==> src/rtl/iqgo_pkg.sv <==
package iqgo_pkg;

    localparam int DEF_SAMPLE_W = 16;
    localparam int DEF_GAIN_W   = 9;
    localparam int DEF_FRAC_W   = 7;

    typedef enum logic {
        PATH_MUL = 1'b0,
        PATH_BYP = 1'b1
    } path_e;

    function automatic path_e select_path(input logic [31:0] code, input int frac_w);
        return (code == (32'd1 << frac_w)) ? PATH_BYP : PATH_MUL;
    endfunction

endpackage

==> src/rtl/iqgo_mul_round.sv <==
module iqgo_mul_round
    import iqgo_pkg::*;
#(
    parameter int SAMPLE_W = DEF_SAMPLE_W,
    parameter int GAIN_W   = DEF_GAIN_W,
    parameter int FRAC_W   = DEF_FRAC_W,
    localparam int PROD_W  = SAMPLE_W + GAIN_W + 1,
    localparam int SCALE_W = PROD_W - FRAC_W
) (
    input  logic                       clk,
    input  logic                       rst,
    input  logic                       in_vld,
    input  logic signed [SAMPLE_W-1:0] in_x,
    input  logic [GAIN_W-1:0]          gain,
    output logic                       out_vld,
    output logic signed [SCALE_W-1:0]  out_v
);

    logic signed [PROD_W-1:0] prod;
    logic signed [PROD_W-1:0] biased;
    logic signed [PROD_W-1:0] gain_ext;

    always_comb begin
        gain_ext = PROD_W'($signed({1'b0, gain}));
        prod     = PROD_W'(in_x) * gain_ext;
        biased   = prod + PROD_W'(1 << (FRAC_W - 1));
    end

    always_ff @(posedge clk) begin
        if (rst) begin
            out_vld <= 1'b0;
            out_v   <= '0;
        end else begin
            out_vld <= in_vld;
            out_v   <= biased[PROD_W-1:FRAC_W];
        end
    end

endmodule

==> src/rtl/iqgo_offset_sat.sv <==
module iqgo_offset_sat
    import iqgo_pkg::*;
#(
    parameter int SAMPLE_W = DEF_SAMPLE_W,
    parameter int ADD_W    = DEF_SAMPLE_W + 3,
    localparam int SUM_W   = ADD_W + 1
) (
    input  logic                       clk,
    input  logic                       rst,
    input  logic                       in_vld,
    input  logic signed [ADD_W-1:0]    in_v,
    input  logic signed [SAMPLE_W-1:0] offset,
    output logic                       out_vld,
    output logic signed [SAMPLE_W-1:0] out_y
);

    localparam logic signed [SUM_W-1:0] MAX_V = SUM_W'((64'sd1 <<< (SAMPLE_W - 1)) - 64'sd1);
    localparam logic signed [SUM_W-1:0] MIN_V = -MAX_V - SUM_W'(1);

    logic signed [SUM_W-1:0]    sum;
    logic signed [SAMPLE_W-1:0] clamped;

    always_comb begin
        sum = SUM_W'(in_v) + SUM_W'(offset);
        if (sum > MAX_V)
            clamped = MAX_V[SAMPLE_W-1:0];
        else if (sum < MIN_V)
            clamped = MIN_V[SAMPLE_W-1:0];
        else
            clamped = sum[SAMPLE_W-1:0];
    end

    always_ff @(posedge clk) begin
        if (rst) begin
            out_vld <= 1'b0;
            out_y   <= '0;
        end else begin
            out_vld <= in_vld;
            out_y   <= clamped;
        end
    end

endmodule

==> src/rtl/iqgo_channel.sv <==
module iqgo_channel
    import iqgo_pkg::*;
#(
    parameter int SAMPLE_W = DEF_SAMPLE_W,
    parameter int GAIN_W   = DEF_GAIN_W,
    parameter int FRAC_W   = DEF_FRAC_W,
    localparam int SCALE_W = SAMPLE_W + GAIN_W + 1 - FRAC_W
) (
    input  logic                       clk,
    input  logic                       rst,
    input  logic                       in_vld,
    input  logic signed [SAMPLE_W-1:0] in_x,
    input  logic [GAIN_W-1:0]          gain,
    input  logic signed [SAMPLE_W-1:0] offset,
    output logic                       out_vld,
    output logic signed [SAMPLE_W-1:0] out_y,
    output logic                       bypass
);

    path_e path;

    logic                       scl_vld;
    logic signed [SCALE_W-1:0]  scl_v;
    logic                       mul_vld;
    logic signed [SAMPLE_W-1:0] mul_y;
    logic                       byp_vld;
    logic signed [SAMPLE_W-1:0] byp_y;

    always_comb begin
        path   = select_path(32'(gain), FRAC_W);
        bypass = (path == PATH_BYP);
    end

    iqgo_mul_round #(.SAMPLE_W(SAMPLE_W), .GAIN_W(GAIN_W), .FRAC_W(FRAC_W)) u_mul (
        .clk(clk), .rst(rst),
        .in_vld(in_vld && !bypass), .in_x(in_x), .gain(gain),
        .out_vld(scl_vld), .out_v(scl_v)
    );

    iqgo_offset_sat #(.SAMPLE_W(SAMPLE_W), .ADD_W(SCALE_W)) u_mul_ofs (
        .clk(clk), .rst(rst),
        .in_vld(scl_vld), .in_v(scl_v), .offset(offset),
        .out_vld(mul_vld), .out_y(mul_y)
    );

    iqgo_offset_sat #(.SAMPLE_W(SAMPLE_W), .ADD_W(SCALE_W)) u_byp_ofs (
        .clk(clk), .rst(rst),
        .in_vld(in_vld && bypass), .in_v(SCALE_W'(in_x)), .offset(offset),
        .out_vld(byp_vld), .out_y(byp_y)
    );

    always_comb begin
        if (path == PATH_BYP) begin
            out_vld = byp_vld;
            out_y   = byp_y;
        end else begin
            out_vld = mul_vld;
            out_y   = mul_y;
        end
    end


    reset_clear_chk: assert property (@(posedge clk)
        rst |=> (!out_vld && out_y == '0));


    byp_one_clk_chk: assert property (@(posedge clk) disable iff (rst)
        (bypass && in_vld) |=> (!bypass || out_vld));


    byp_passthru_chk: assert property (@(posedge clk) disable iff (rst)
        (bypass && in_vld && offset == '0) |=> (!bypass || out_y == $past(in_x)));


    mul_two_clk_chk: assert property (@(posedge clk) disable iff (rst)
        (out_vld && !bypass) |-> $past(in_vld, 2));


    mul_not_early_chk: assert property (@(posedge clk) disable iff (rst)
        (!bypass && in_vld && !$past(in_vld)) |=> (bypass || !out_vld));


    zero_gain_chk: assert property (@(posedge clk) disable iff (rst)
        (gain == '0 && in_vld) |=> ##1 (gain != '0 || !$stable(offset) || out_y == offset));

endmodule

==> src/rtl/iqgo_top.sv <==
module iqgo_top
    import iqgo_pkg::*;
#(
    parameter int SAMPLE_W = DEF_SAMPLE_W,
    parameter int GAIN_W   = DEF_GAIN_W,
    parameter int FRAC_W   = DEF_FRAC_W,
    localparam int N_LANES = 2
) (
    input  logic                       clk,
    input  logic                       rst,
    input  logic                       in_valid,
    input  logic signed [SAMPLE_W-1:0] in_i,
    input  logic signed [SAMPLE_W-1:0] in_q,
    input  logic [GAIN_W-1:0]          gain_i,
    input  logic [GAIN_W-1:0]          gain_q,
    input  logic signed [SAMPLE_W-1:0] offset_i,
    input  logic signed [SAMPLE_W-1:0] offset_q,
    output logic signed [SAMPLE_W-1:0] out_i,
    output logic                       out_i_valid,
    output logic signed [SAMPLE_W-1:0] out_q,
    output logic                       out_q_valid,
    output logic                       lat_mismatch
);

    logic signed [SAMPLE_W-1:0] lane_x   [N_LANES];
    logic [GAIN_W-1:0]          lane_g   [N_LANES];
    logic signed [SAMPLE_W-1:0] lane_ofs [N_LANES];
    logic signed [SAMPLE_W-1:0] lane_y   [N_LANES];
    logic                       lane_vld [N_LANES];
    logic                       lane_byp [N_LANES];

    always_comb begin
        lane_x[0]   = in_i;
        lane_x[1]   = in_q;
        lane_g[0]   = gain_i;
        lane_g[1]   = gain_q;
        lane_ofs[0] = offset_i;
        lane_ofs[1] = offset_q;
    end

    for (genvar c = 0; c < N_LANES; c++) begin : g_lane
        iqgo_channel #(.SAMPLE_W(SAMPLE_W), .GAIN_W(GAIN_W), .FRAC_W(FRAC_W)) u_ch (
            .clk(clk), .rst(rst),
            .in_vld(in_valid), .in_x(lane_x[c]), .gain(lane_g[c]), .offset(lane_ofs[c]),
            .out_vld(lane_vld[c]), .out_y(lane_y[c]), .bypass(lane_byp[c])
        );
    end

    always_comb begin
        out_i        = lane_y[0];
        out_i_valid  = lane_vld[0];
        out_q        = lane_y[1];
        out_q_valid  = lane_vld[1];
        lat_mismatch = lane_byp[0] ^ lane_byp[1];
    end


    lanes_aligned_chk: assert property (@(posedge clk) disable iff (rst)
        (!lat_mismatch && $stable(gain_i) && $stable(gain_q)) |-> (out_i_valid == out_q_valid));

endmodule

==> config.mk <==
export PLATFORM = sky130hd
export DESIGN_NAME = iqgo_top
export DESIGN_NICKNAME = d
export VERILOG_FILES = /design/src/rtl/iqgo_pkg.sv /design/src/rtl/iqgo_mul_round.sv /design/src/rtl/iqgo_offset_sat.sv /design/src/rtl/iqgo_channel.sv /design/src/rtl/iqgo_top.sv
export SDC_FILE = /design/constraint.sdc
export NUM_CORES = 1
export LEC_CHECK = 0
export ABC_AREA = 1
export BUFFER_PORTS_ARGS = -buffer_cell sky130_fd_sc_hd__clkbuf_2
export CAP_MARGIN = 25
export CORE_MARGIN = 3
export CORE_UTILIZATION = 69
export CTS_CLUSTER_SIZE = 24
export DETAILED_ROUTE_END_ITERATION = 8
export PLACE_DENSITY = 0.89
export SYNTH_ARGS = -nofsm -noshare
export SYNTH_HDL_FRONTEND = slang
export SYNTH_SLANG_ARGS = --single-unit
export TNS_END_PERCENT = 10
==> constraint.sdc <==
create_clock -name clk -period 9.6 [get_ports clk]
set_clock_uncertainty 0.1 [all_clocks]
set_input_delay 0.96 -clock clk [delete_from_list [all_inputs] [get_ports clk]]
set_output_delay 0.96 -clock clk [all_outputs]
set_load 0.005 [all_outputs]
After elaboration in Yosys (flattened, before gate mapping)
Cells that the tools add are included.
{"block": "word_totals", "out_inout_bits": 35, "inputBits": 85, "word_cells": 59, "regBits": 108}
{"block": "classes", "n_mul": 2, "n_reduce_logical": 10, "n_addsub": 6, "n_lt_le_gt_ge": 8, "muxes": 14, "eq_ne": 2, "bitwise": 1}
{"operator": "$mux 16", "n": 6}
{"operator": "$gt 20x16->1 const B", "n": 4}
{"operator": "$lt 20x16->1 const B", "n": 4}
{"operator": "$mux 15", "n": 4}
{"operator": "$add 26x8->26 const B", "n": 2}
{"operator": "$mul 16x10->26", "n": 2}
{"operator": "$add 19x16->20", "n": 2}
{"operator": "$add 16x16->17", "n": 2}
{"operator": "$eq 9x8->1 const B", "n": 2}
{"operator": "$reduce_or 2->1", "n": 4}
{"operator": "$logic_and 1x1->1", "n": 4}
{"operator": "$mux 1", "n": 4}
{"operator": "$logic_not 1->1", "n": 2}
{"operator": "$xor 1x1->1", "n": 1}

Depth between registers and ports, before layout
{"block": "logic_depth", "word_depth": 4, "ltp_mapped": 24, "depth_no_buf": 23}

By module
A second synthesis with hierarchy kept.
{"block": "unflattened", "cells_unflattened": 3034, "area_unflattened_um2": 20822.5}
{"module": "iqgo_offset_sat", "area_each_um2": 1692.9, "cells_per_inst": 262, "seq_area_each_um2": 340.3, "instances": 4}
{"module": "iqgo_mul_round (g_lane[0].u_ch.u_mul)", "area_each_um2": 6713.9, "cells_per_inst": 916, "seq_area_each_um2": 400.4, "instances": 1}
{"module": "iqgo_mul_round (g_lane[1].u_ch.u_mul)", "area_each_um2": 6687.7, "cells_per_inst": 915, "seq_area_each_um2": 400.4, "instances": 1}
{"module": "iqgo_channel", "area_each_um2": 315.3, "cells_per_inst": 75, "seq_area_each_um2": 0.0, "instances": 2}
{"module": "iqgo_top", "area_each_um2": 18.8, "cells_per_inst": 5, "seq_area_each_um2": 0.0, "instances": 1}

Worst setup path after synthesis
OpenSTA, ideal clock, no wires.
{"block": "synth_timing", "path_type": "input to register", "startpoint": "input port in_i[15]", "endpoint": "register g_lane[0].u_ch.u_mul.out_v[18]", "arrival_time_ns": 5.578, "path_stages": 21, "required_time_ns": 9.387, "setup_slack_ns": 3.809, "cell_sequence": "clkbuf_1 > nand2_1 > inv_1 > fa_1 > inv_1 > fa_1 > inv_1 > fa_1 > inv_1 > fa_1 > fa_1 > inv_1 > ha_1 > inv_1 > nor3_1 > nand2_1 > o211a_1 > o21ai_0 > nand2_1 > nand2_1 > nor2_1"}
{"block": "synth_via", "elab_chain_len": 2}
{"item": "start, declared", "line_no": "iqgo_top.sv:12", "text": "input logic signed [SAMPLE_W-1:0] in_i,"}
{"item": "$mul 16x10->26", "line_no": "iqgo_mul_round.sv:25", "text": "prod = PROD_W'(in_x) * gain_ext;"}
{"item": "$add 26x8->26", "line_no": "iqgo_mul_round.sv:26", "text": "biased = prod + PROD_W'(1 << (FRAC_W - 1));"}
{"item": "end signal, assigned", "line_no": "iqgo_mul_round.sv:35", "text": "out_v <= biased[PROD_W-1:FRAC_W];"}
{"item": "end, declared", "line_no": "iqgo_mul_round.sv:16", "text": "output logic signed [SCALE_W-1:0] out_v"}
No other way between the ends.
A chain may end at the register's enable or synchronous reset.

Worst setup path after layout
{"block": "layout_timing", "startpoint": "input port gain_i[1]", "endpoint": "register g_lane[0].u_ch.u_mul.out_v[18]"}
{"block": "layout_via", "elab_chain_len": 2}
{"item": "start, declared", "line_no": "iqgo_top.sv:14", "text": "input logic [GAIN_W-1:0] gain_i,"}
{"item": "$mul 16x10->26", "line_no": "iqgo_mul_round.sv:25"}
{"item": "$add 26x8->26", "line_no": "iqgo_mul_round.sv:26"}
No other way between the ends.

==> flow_results.org <==
** Synth
- Counting every net in the synthesized netlist gives 3247.
- In this run the cell area of the synthesized design comes to 0.0191 sq mm.
- The synthesized design contains 0 enable-type register cells.
- Of all cell types, the one taking the most synthesized area is fa_1.
- Distinct cell type count of the synthesized netlist :: 47
- Largest cells by area after synthesis :: fa_1, nand2_1, ha_1
- Post-synthesis sequential area ratio :: 11.3%
- Each instance of the synthesized netlist takes up on average 7.09 sq um.
- Count of warnings emitted by yosys :: 0
- Of the post-synthesis cell area, the dominant cell type holds 26.0%.
- Post-Synthesis Cells :: 2696
- Dominant register cell in the synthesized netlist :: dfxtp_1
- In the synthesized netlist the async set-or-reset flop fraction comes to 0%.
- After synthesis the netlist holds a flip-flop and latch count of 108.

** Pwr
- Reported leakage power :: 12.1 nW
- Proportion of total power due to net switching :: 56.7%
- Sequential Power Share :: 11.3%
- Relative contribution of combinational cells to total power :: 82.3%
- The internal power of the cells totals 2.57 mW.
- Clock network fraction of total power :: 6.3%
- Cell Pwr Density :: 294 mW/mm^2
- Across the VDD grid, the largest voltage drop is 0.000169 V.
- The analysis attributes to net switching a power of 3.36 mW.

** Route
- Routed metal-1 wirelength :: 20.2 mm
- Wire length on met3 :: 3.54 mm
- Number of vias after detailed routing :: 17000
- After the first detailed-routing iteration, the DRC count stood at 1557.
- Routed vias/inst :: 5.45
- After detailed routing, no signal wire sits above met5.
- After detailed routing, the number of remaining DRC violations is 0.
- Final antenna-violating net count :: 0
- Before antenna repair, the detailed router went through 5 iterations.
- Wire per inst :: 15.0 microns
- Total wirelength of the detailed-routed design :: 46.9 mm
- Length of routed met2 wiring :: 22.0 mm

** Timing
- Worst-margin pin slew :: 857 ps
- Setup tns final :: 0 ps
- Peak Freq :: 168 MHz
- Counting I/O delays and the setup requirement, the final critical path takes 5950 ps.
- Setup violations remaining at the end of the flow were counted as 0.
- Headroom to the max-slew limit came out at 42.5%.
- The count of final max-slew check failures came to 0.
- Fin crit share :: 61.9%
- The hold violation total from the final report is 0.
- Setup repair after global routing left no endpoint under its margin.
- Across all hold checks on the routed design, the worst slack comes to 314 ps.

** GRT
- The number of antenna violations at the first check in global routing is 1.
- Entering global routing, the biggest net connects 34 pins.
- Total global-route track usage :: 31.9%
- Total congestion overflow after global routing :: 0
- The via count of the first global-routing pass came to 16500.
- The first global-routing pass estimated 77.3 mm of wire.

** Place
- Detailed placement ended at an HPWL of 39.8 mm.
- Count of port buffers added during placement :: 119
- RePlAce Congestion :: 0.950

** Critical path
- Minimum setup slack among reg-to-reg paths :: 7000 ps
- Critical path required time :: 9750 ps
- Worst Setup End Kind :: flop
- Critical path launch point type :: primary input
- Data arrives at the worst endpoint at 6100 ps.
- Of all nets on the critical path, the largest fanout is 16.
- The setup path with the least slack is of type in -> reg.

** Floorplanning
- Placeable Area :: 0.0271 sq mm
- In this run the core area contains 60 standard-cell rows.
- The die is 172 microns tall.
- The die covers 0.0297 sq mm.
- Initial Util :: 70.6%
- Top Ports :: 120
- Die X-Extent :: 172 microns

** Clock network
- CTS root buffer :: clkbuf_16
- Hold buffer count at CTS :: 0
- The clock tree synthesis step divided the H-tree into 3 levels.
- Clock tree from TritonCTS :: built
- In this run the deepest clock path goes through 2 buffers.
- Number of gates resized after CTS :: 0
- Post CTS Setup Buffer Count :: 0
- The tree built by TritonCTS fans out to 108 sinks.
- Clock Latency Late Sink :: 360 ps
- Number of clock buffers inserted by TritonCTS :: 9
- Clock-pin slew was measured on the worst setup and hold paths at 80 ps.

** Finish
- Layout Nets :: 3291
- Summing all multi-input logic gate instances after layout gives 0.0142 sq mm.
- From synthesis to final layout, the design area changed by 5.22%.
- Leaving out fill and tap cells, the most frequent cells in the layout are nand2_1, inv_1, fa_1.
- Diode insertion count for antenna repair :: 0
- The filler cells instantiated in the layout total 2099.
- Most common library cell in the layout ignoring fill and taps :: nand2_1
- Sequential cell area :: 0.00216 sq mm
- Fraction of final layout cells sized beyond drive strength 1 :: 6.96%

** Job
- Max-capacitance violation count :: 0

** Worst hold path
- Hold crit path type :: reg -> reg

** Status
- Run status :: completed
## final timing paths
| path | start | to | cells after the start |
|---|---|---|---|
| worst max-delay path | gain_i[1] | g_lane[0].u_ch.u_mul.out_v[18] | 21 |
| worst min-delay path | g_lane[1].u_ch.u_mul.out_vld | g_lane[1].u_ch.u_mul_ofs.out_vld | 2 |
| worst max register to register | g_lane[1].u_ch.u_mul.out_v[0] | g_lane[1].u_ch.u_mul_ofs.out_y[5] | 17 |
| worst min register to register | g_lane[1].u_ch.u_mul.out_vld | g_lane[1].u_ch.u_mul_ofs.out_vld | 2 |
## sequential cells by signal, summed over array words and instances, names as in the netlist
register and flops:
g_lane.u_ch.u_mul.out_v 38, g_lane.u_ch.u_byp_ofs.out_y 32, g_lane.u_ch.u_mul_ofs.out_y 32, g_lane.u_ch.u_byp_ofs.out_vld 2
g_lane.u_ch.u_mul.out_vld 2, g_lane.u_ch.u_mul_ofs.out_vld 2
## worst max-delay path, stage by stage
cell	delay, ps
clkbuf_2	240
nand2_1	190
inv_1	100
fa_1	700
inv_1	110
fa_1	660
inv_1	100
fa_1	550
inv_1	50
fa_1	470
fa_1	540
inv_1	40
ha_1	280
inv_1	90
nor3_1	340
nand2_1	100
o211a_1	240
o21ai_0	120
nand2_1	90
nand2_1	70
nor2_1	60
## synthesized netlist by cell type, types with 9 or more instances
library cell,number
clkbuf_1,70
ha_1,218
inv_1,631
xor2_1,41
o21ai_0,70
fa_1,248
nand4_1,13
o21bai_1,13
nand3_1,75
nor2_1,132
xnor2_1,28
a21oi_1,169
nand2_2,17
dfxtp_1,108
o21a_1,9
nor3_1,16
nand2_1,731
## kinds of logic after synthesis
logic type / synth area share [%]
flops: 11.3
simple gates: 21.8
compound gates: 8.77
fa+ha+maj: 40.2
xor+xnor: 3.25
buf+inv: 14.6
## cell type report
| type | instances | share of cell area (%) |
|---|---|---|
| Timing Repair Buffer | 121 | 3.03 |
| Multi-Input combinational cell | 1860 | 70.4 |
| Clock inverter | 7 | 0.448 |
| Tap cell | 372 | 2.31 |
| Sequential cell | 108 | 10.7 |
| Clock buffer | 9 | 1.12 |
| Inverter | 640 | 11.9 |
## per-stage QoR
stage               std cells  setup slack, ps  cell area, sq um  total power [mW]  util, %
floorplan                2696             3810             19100              4.33        -
detailed placement       3101             3290             19800              5.43     73.1
CTS                      3117             3680             20100              5.85     74.2
global placement         3101             3490             19800              5.26     73.1
global route             3117             3300             20100              6.63     74.2
finish                   3117             3650             20100              5.92     74.2
## power by group through the flow
stage | Clock, mW | Combinational, mW | Sequential (mW)
floorplan | 0 | 3.67 | 0.665
global placement | 0 | 4.58 | 0.678
detailed placement | 0 | 4.75 | 0.683
CTS | 0.379 | 4.79 | 0.673
global route | 0.394 | 5.55 | 0.684
finish | 0.375 | 4.88 | 0.672
## routing by layer
metal / global-route usage, % / vias to the layer above
li1: - / 8187
met1: 44.7 / 7974
met2: 53.1 / 707
met3: 3.50 / 109
met4: 8.61 / 2
met5: 0 / -
Power figures use the tool's default switching activity.
